**src/rtl/intc_pkg.sv**
```systemverilog
package intc_pkg;
  // Vector spacing in words; address 0 is reserved for reset.
  localparam int unsigned VEC_STRIDE = 2;

  function automatic int unsigned vec_addr(input int unsigned idx);
    return (idx + 1) * VEC_STRIDE;
  endfunction
endpackage

```
**src/rtl/intc_flag_bank.sv**
```systemverilog
module intc_flag_bank #(
  parameter int unsigned N_SRC      = 8,
  parameter logic [N_SRC-1:0] LEVEL_MASK = '0
) (
  input  logic             clk,
  input  logic             rst_n,
  input  logic [N_SRC-1:0] req_i,
  input  logic [N_SRC-1:0] w1c_i,
  input  logic [N_SRC-1:0] clr_take_i,
  output logic [N_SRC-1:0] raw_o
);
  for (genvar g = 0; g < N_SRC; g++) begin : g_src
    if (LEVEL_MASK[g]) begin : g_lvl
      logic unused_lvl;
      assign unused_lvl = ^{w1c_i[g], clr_take_i[g]};
      assign raw_o[g]   = req_i[g];
    end else begin : g_edge
      logic prev_q, flag_q, flag_d;
      always_comb begin
        flag_d = flag_q;
        if (w1c_i[g] || clr_take_i[g]) flag_d = 1'b0;
        if (req_i[g] && !prev_q)       flag_d = 1'b1;
      end
      always_ff @(posedge clk or negedge rst_n) begin
        if (!rst_n) begin
          prev_q <= 1'b0;
          flag_q <= 1'b0;
        end else begin
          prev_q <= req_i[g];
          flag_q <= flag_d;
        end
      end
      assign raw_o[g] = flag_q;
    end
  end
endmodule

```
**src/rtl/intc_prio_enc.sv**
```systemverilog
module intc_prio_enc #(
  parameter int unsigned N_SRC = 8,
  localparam int unsigned IDX_W = (N_SRC > 1) ? $clog2(N_SRC) : 1
) (
  input  logic [N_SRC-1:0] req_i,
  output logic             any_o,
  output logic [IDX_W-1:0] idx_o,
  output logic [N_SRC-1:0] onehot_o
);
  always_comb begin
    any_o = 1'b0;
    idx_o = '0;
    for (int i = N_SRC - 1; i >= 0; i--) begin
      if (req_i[i]) begin
        any_o = 1'b1;
        idx_o = IDX_W'(i);
      end
    end
    onehot_o = any_o ? (N_SRC'(1) << idx_o) : '0;
  end
endmodule

```
**src/rtl/intc_gate_seq.sv**
```systemverilog
module intc_gate_seq (
  input  logic clk,
  input  logic rst_n,
  input  logic ret_i,
  input  logic set_ie_i,
  input  logic clr_ie_i,
  input  logic retire_i,
  input  logic take_now_i,
  output logic gie_o,
  output logic allow_o
);
  logic gie_q, gie_d, hold_q, hold_d;

  always_comb begin
    if (clr_ie_i)                  gie_d = 1'b0;
    else if (take_now_i)           gie_d = 1'b0;
    else if (ret_i || set_ie_i)    gie_d = 1'b1;
    else                           gie_d = gie_q;

    // The retire of the return/enable instruction itself does not count.
    if (ret_i || set_ie_i)         hold_d = 1'b1;
    else if (retire_i)             hold_d = 1'b0;
    else                           hold_d = hold_q;
  end

  always_ff @(posedge clk or negedge rst_n) begin
    if (!rst_n) begin
      gie_q  <= 1'b0;
      hold_q <= 1'b0;
    end else begin
      gie_q  <= gie_d;
      hold_q <= hold_d;
    end
  end

  assign gie_o   = gie_q;
  assign allow_o = gie_q && !hold_q && !clr_ie_i;
endmodule

```
**src/rtl/prio_vec_intc.sv**
```systemverilog
module prio_vec_intc #(
  parameter int unsigned N_SRC  = 8,
  parameter int unsigned ADDR_W = 16,
  parameter logic [N_SRC-1:0] LEVEL_MASK = 8'b1000_0000
) (
  input  logic              clk,
  input  logic              rst_n,
  input  logic [N_SRC-1:0]  src_req_i,
  input  logic [N_SRC-1:0]  src_en_i,
  input  logic [N_SRC-1:0]  w1c_i,
  input  logic              ret_i,
  input  logic              set_ie_i,
  input  logic              clr_ie_i,
  input  logic              retire_i,
  output logic              take_o,
  output logic [ADDR_W-1:0] vec_o,
  output logic [N_SRC-1:0]  ack_o
);
  import intc_pkg::*;
  localparam int unsigned IDX_W = (N_SRC > 1) ? $clog2(N_SRC) : 1;

  // Reset: asserted asynchronously, released on a clock edge.
  logic [1:0] rst_sync_q;
  logic       rst_int_n;
  always_ff @(posedge clk or negedge rst_n) begin
    if (!rst_n) rst_sync_q <= 2'b00;
    else        rst_sync_q <= {rst_sync_q[0], 1'b1};
  end
  assign rst_int_n = rst_sync_q[1];

  logic [N_SRC-1:0] raw_w, elig_w, onehot_w, clr_take_w;
  logic [IDX_W-1:0] idx_w;
  logic             any_w, allow_w, gie_w, take_now_w;

  intc_flag_bank #(.N_SRC(N_SRC), .LEVEL_MASK(LEVEL_MASK)) u_flags (
    .clk(clk), .rst_n(rst_int_n), .req_i(src_req_i), .w1c_i(w1c_i),
    .clr_take_i(clr_take_w), .raw_o(raw_w)
  );

  assign elig_w = raw_w & src_en_i;

  intc_prio_enc #(.N_SRC(N_SRC)) u_enc (
    .req_i(elig_w), .any_o(any_w), .idx_o(idx_w), .onehot_o(onehot_w)
  );

  assign take_now_w = allow_w && any_w;
  assign clr_take_w = take_now_w ? onehot_w : '0;

  intc_gate_seq u_seq (
    .clk(clk), .rst_n(rst_int_n), .ret_i(ret_i), .set_ie_i(set_ie_i),
    .clr_ie_i(clr_ie_i), .retire_i(retire_i), .take_now_i(take_now_w),
    .gie_o(gie_w), .allow_o(allow_w)
  );

  logic              take_q;
  logic [ADDR_W-1:0] vec_q, vec_d;
  logic [N_SRC-1:0]  ack_q, ack_d;

  always_comb begin
    vec_d = ADDR_W'(vec_addr(int'(idx_w)));
    ack_d = take_now_w ? onehot_w : '0;
  end

  always_ff @(posedge clk or negedge rst_int_n) begin
    if (!rst_int_n) begin
      take_q <= 1'b0;
      ack_q  <= '0;
      vec_q  <= '0;
    end else begin
      take_q <= take_now_w;
      ack_q  <= ack_d;
      if (take_now_w) vec_q <= vec_d;
    end
  end

  assign take_o = take_q;
  assign vec_o  = vec_q;
  assign ack_o  = ack_q;
endmodule

```
**config.mk**
```make
export PLATFORM = sky130hd
export DESIGN_NAME = prio_vec_intc
export DESIGN_NICKNAME = d
export VERILOG_FILES = /design/src/rtl/intc_pkg.sv /design/src/rtl/intc_flag_bank.sv /design/src/rtl/intc_prio_enc.sv /design/src/rtl/intc_gate_seq.sv /design/src/rtl/prio_vec_intc.sv
export SDC_FILE = /design/constraint.sdc
export NUM_CORES = 1
export LEC_CHECK = 0
export CORE_UTILIZATION = 40
export CTS_BUF_LIST = sky130_fd_sc_hd__clkbuf_4
export CTS_CLUSTER_DIAMETER = 60
export CTS_CLUSTER_SIZE = 12
export DETAILED_ROUTE_END_ITERATION = 8
export GPL_TIMING_DRIVEN = 1
export PLACE_DENSITY_LB_ADDON = 0.05
export SLEW_MARGIN = 20
export SYNTH_ARGS = -nofsm -noshare
export SYNTH_HDL_FRONTEND = slang
export SYNTH_SLANG_ARGS = --single-unit
```
**constraint.sdc**
```tcl
create_clock -name clk -period 0.9 [get_ports clk]
set_input_delay 0.135 -clock clk [delete_from_list [all_inputs] [get_ports clk]]
set_output_delay 0.135 -clock clk [all_outputs]
set_load 0.005 [all_outputs]
```
Word-level counts from Yosys, hierarchy flattened:

Cells that the tools add are included.

* register bits: 42
* latch bits: 0
* memory bits (writable): 0
* bits in read-only memories: 0
* input bits: 30
* output and inout bits: 25
* logic and storage cells: 96
* memories: 0

* add/sub/neg operators: 1
* $mul: 0
* div/mod/pow operators: 0
* $lt $le $gt $ge: 0
* equal/unequal tests: 0
* shift operators: 1
* muxes and demuxes: 37
* bitwise operators: 1
* reduce and logical (&&, ||, !) cells: 36

Operators with widths (number)
* 1-bit 2-to-1 mux: 27
* 3-bit 2-to-1 mux: 8
* 8-bit 2-to-1 mux: 2
* 2-bit nonzero test: 8
* 1-bit logical AND: 10
* 1-bit zero test: 9
* 8-bit bitwise AND: 1
* 1-bit logical OR: 8
* 1-bit by 3-bit << shifter with 8-bit output (first input constant): 1
* 3-bit by 1-bit adder with 4-bit output (second input constant): 1
* 3-bit nonzero test: 1

Depth between registers and ports, before layout:

* word-level depth: 15
* mapped depth: 7

Cells and area by module:

Synthesis repeated with hierarchy kept, for this count alone.

* cells, all modules: 131
* area, all modules: 1481.4 um^2

Modules (own cells, without submodules)
* prio_vec_intc: instances 1, cells an instance 55, area an instance 684.4 um^2, seq. area each 375.4 um^2
* intc_flag_bank: instances 1, cells an instance 43, area an instance 576.8 um^2, seq. area each 350.3 um^2
* intc_prio_enc: instances 1, cells an instance 25, area an instance 140.1 um^2, seq. area each 0.0 um^2
* intc_gate_seq: instances 1, cells an instance 8, area an instance 80.1 um^2, seq. area each 50.0 um^2

Worst setup path before layout:

Ideal clock, no wire load.

* path type: register -> register
* start: register u_flags.g_src[4].g_edge.flag_q
* end: register vec_q[3] (netlist: vec_o[3])
* library setup time: 125 ps
* arrival time: 1763 ps
* setup slack: -988 ps
* cell stages (with the launch flop): 8
* buffers on the path: 0
* cell sequence: dfrtp_1 a22oi_1 or2b_1 nand3_1 and3_1 ha_1 ha_1 mux2_4

* word-level cells in the longest chain between the ends: 7
* elaborated cells on any way between the ends: 13

RTL lines
* from (decl): line intc_flag_bank.sv:18 `logic prev_q, flag_q, flag_d;`
* from (signal assigned): line intc_flag_bank.sv:30 `flag_q <= flag_d;`
* 8-bit bitwise AND: line prio_vec_intc.sv:40 `assign elig_w = raw_w & src_en_i;`
* 3-bit 2-to-1 mux (5 in series): line intc_prio_enc.sv:14 `if (req_i[i]) begin`
* 3-bit by 1-bit adder with 4-bit output: line intc_pkg.sv:6 `return (idx + 1) * VEC_STRIDE;`
* via vec_d[3]: line prio_vec_intc.sv:56 `logic [ADDR_W-1:0] vec_q, vec_d;`
* to (signal assigned): line prio_vec_intc.sv:72 `if (take_now_w) vec_q <= vec_d;`
* to (decl): line prio_vec_intc.sv:56

The timed path passes the listed nets, and every way through them passes these cells.
A chain may end at the register's enable or synchronous reset.

Worst setup path in the final report:

* start: register u_flags.g_src[5].g_edge.flag_q
* end: register vec_q[3] (netlist: vec_o[3])

* word-level cells in the longest chain between the ends: 8
* elaborated cells on any way between the ends: 15

RTL lines (line)
* from (decl): intc_flag_bank.sv:18
* from (signal assigned): intc_flag_bank.sv:30
* 8-bit bitwise AND: prio_vec_intc.sv:40
* 3-bit 2-to-1 mux (6 in series): intc_prio_enc.sv:14
* 3-bit by 1-bit adder with 4-bit output: intc_pkg.sv:6
* via vec_d[3]: prio_vec_intc.sv:56

The timed path passes the listed nets, and every way through them passes these cells.

==> impl_metrics.ini <==
[outcome]
status = complete, but fails checks
violations = setup timing

[logic_synthesis]
synth_cell_types = 31
ys_seq_elements = 31
syn_area_per_cell_sq_um = 11.8
synth_flop_cell = dfrtp_1
yosys_warnings = 0
yosysSeqAreaShare = 0.556
synth_edf_count = 0
synth_area_sq_mm = 0.00140
async_flop_share = 1.00
syn_inst = 118

[sta]
finalCritPeriodShare = 2.01
hold_viol = 0
final_max_slew_viol_count = 0
period_minus_slack_ns = 1.81
worst_slack_ns = -0.908
worst_clock_skew_ns = 0.0101
finalSetupTns_ns = -15.76
max_freq_mhz = 553
rsz0062_at_grt = true
finalSetupViolCount = 34

[placed_design]
hpwl_mm = 2.30
place_congestion = 0.829
io_buffer_count = 41

[global_routing]
grt_pass1_wl_mm = 5.38
overflow = 0
grt_pass1_vias = 1179
grt_usage = 0.207
grt_start_max_net_pins = 16
antenna_found_initial = 0

[finish]
area_delta_synth_final_pct = 59.1
drive_above_1_share = 0.456
fillCellCount = 279
final_nets = 229
antenna_cells = 0

[route]
drtIter0Drc = 21
wl_per_cell_microns = 13.7
drt-pass1-iter-count = 4
route.detailed.drc = 0
vias_per_cell = 4.60
final_antenna_net_count = 0
wl_mm = 3.29
num_vias = 1109

[floorplanning]
initial_core_util = 0.418
fp-row-count = 21
die_w_microns = 61.1
ios = 55
die-area_sq_mm = 0.00373
coreArea_sq_mm = 0.00334
die_y_microns = 61.1

[worst_setup_path]
crit_family = simple AND/OR/NAND/NOR gates
required_ns = 1.13
critPathBufInv = 0
cp.arrival_ns = 2.03
cp_cell_sequence = a22oi_2, or2b_1, nand3_2, and3_4, ha_4, ha_4, mux2_4
cpPeakStageDelay_ns = 0.43
reg2regPathDepth = 7
worst_path_most_repeated_cell = ha_4
ff2ff_setup_slack_ns = -0.91
setup.worst_path.class = reg -> reg
critPathLaunchType = flop
endpoint_kind = flop
r2r-start = u_flags.g_src[5].g_edge.flag_q
cp_slowest_cell = dfrtp_1
crit_fanout = 3
r2r_end = vec_o[3]

[job]
cap_violations = 0

[power]
p_total_uw = 3300
power.density_mw_per_mm2 = 1490
peakVddDrop_mv = 0.930
p_leak_uw = 0.00110

[clock_network]
worstSkewPairLatency_ns = 0.33
cts-buffers-inserted = 5
path_clk_slew_ns = 0.09
clock_path_buffers = 2
cts_tree = done
htree_levels = 2
root_buffer = clkbuf_4
clock-sinks = 31

[worst_hold_path]
hp-class = reg -> async
## power by group
| group | internal (uW) | total [uW] | switching [uW] | leakage (uW) |
|---|---|---|---|---|
| Sequential | 1510 | 1580 | 72.4 | 0.000384 |
| Combinational | 562 | 940 | 378 | 0.000682 |
| Clock | 319 | 780 | 461 | 0.0000307 |
## cell usage in the layout, fill, tap and decap left out, types with 2 or more instances in the layout
cell type	instances
a22oi_2	2
and3_4	8
buf_2	13
buf_4	24
buf_6	4
clkbuf_4	6
clkdlybuf4s50_1	28
clkinv_1	2
conb_1	13
dfrtp_1	28
dfrtp_2	3
ha_4	4
inv_1	16
inv_2	2
mux2_4	2
nand2_1	5
nand3_1	2
o32ai_2	6
## cell usage after synthesis (2+ instances only)
cell type | instances | area share
buf_4 | 12 | 0.065
nand2_1 | 7 | 0.019
ha_1 | 5 | 0.045
mux2_4 | 2 | 0.022
nor3_1 | 2 | 0.0072
dfrtp_1 | 31 | 0.56
conb_1 | 2 | 0.0054
nor2_1 | 2 | 0.0054
inv_1 | 17 | 0.046
and3_2 | 5 | 0.027
a22oi_1 | 2 | 0.011
o32ai_1 | 7 | 0.044
nand3_1 | 3 | 0.011
and3_1 | 4 | 0.018
## stage by stage
step                hold slack, ns  utilization  area [sq um]  worst slack [ns]  cells
floorplan                   -0.161            -          1480            -0.912    129
global route                 0.238        0.665          2220            -0.993    241
CTS                          0.210        0.663          2210            -0.932    241
global placement             0.207        0.605          2020             -1.16    226
finish                       0.198        0.665          2220            -0.908    241
detailed placement           0.210        0.605          2020             -1.23    226
## area by class of cell
cell class                 instances  area (sq um)  share of cell area
multi-input combinational         68           682               0.307
clock buffer                       6          45.0              0.0203
inverter                          18          67.6              0.0304
clock inverter                     2          7.51             0.00338
sequential                        31           779               0.351
tap                               46          57.6              0.0259
timing repair buffer              70           581               0.262
## cells by family (layout without fill, tap and decap cells)
family,count (synthesis),count (layout),synth area share
compound gates,19,19,0.128
buf+inv,30,96,0.113
flops,31,31,0.556
other cells,2,13,0.00538
mux,3,3,0.0287
fa+ha+maj,5,5,0.0448
simple gates,28,28,0.124
## registers in the layout, summed over array words and instances (netlist names)
register,count
take_o,1
u_seq.hold_q,1
u_seq.gie_o,1
u_flags.g_src.g_edge.prev_q,7
rst_sync_q,2
vec_o,4
ack_o,8
u_flags.g_src.g_edge.flag_q,7
## how the worst max path moves through the flow
stage                                              start       end  slack, ns  depth (start not counted)
final                     u_flags.g_src[5].g_edge.flag_q  vec_o[3]      -0.91                          7
after global routing      u_flags.g_src[4].g_edge.flag_q  vec_o[3]      -0.99                          7
after CTS                 u_flags.g_src[4].g_edge.flag_q  vec_o[3]      -0.93                          7
after detailed placement                     src_en_i[4]  vec_o[3]      -1.23                          8
after global placement                       src_en_i[4]  vec_o[3]      -1.16                          8
after floorplan           u_flags.g_src[4].g_edge.flag_q  vec_o[3]      -0.91                          7
## timing repair
action                                 CTS  global route
setup endpoints to repair               34            34
gates resized for setup                 80             3
hold buffers                             1             0
endpoints found under the hold margin    2             0
setup buffers                            6             4
pin swaps                               10             7
## metal layers
layer,up-vias,routed length [microns],part of all wire,global-route usage
li1,537,-,-,-
met1,537,1400,0.43,0.247
met2,29,1690,0.51,0.359
met3,6,155,0.047,0.0567
met4,0,42,0.013,0.0714
met5,-,0,0,0
Note: power is estimated with default switching activity, not from simulation.
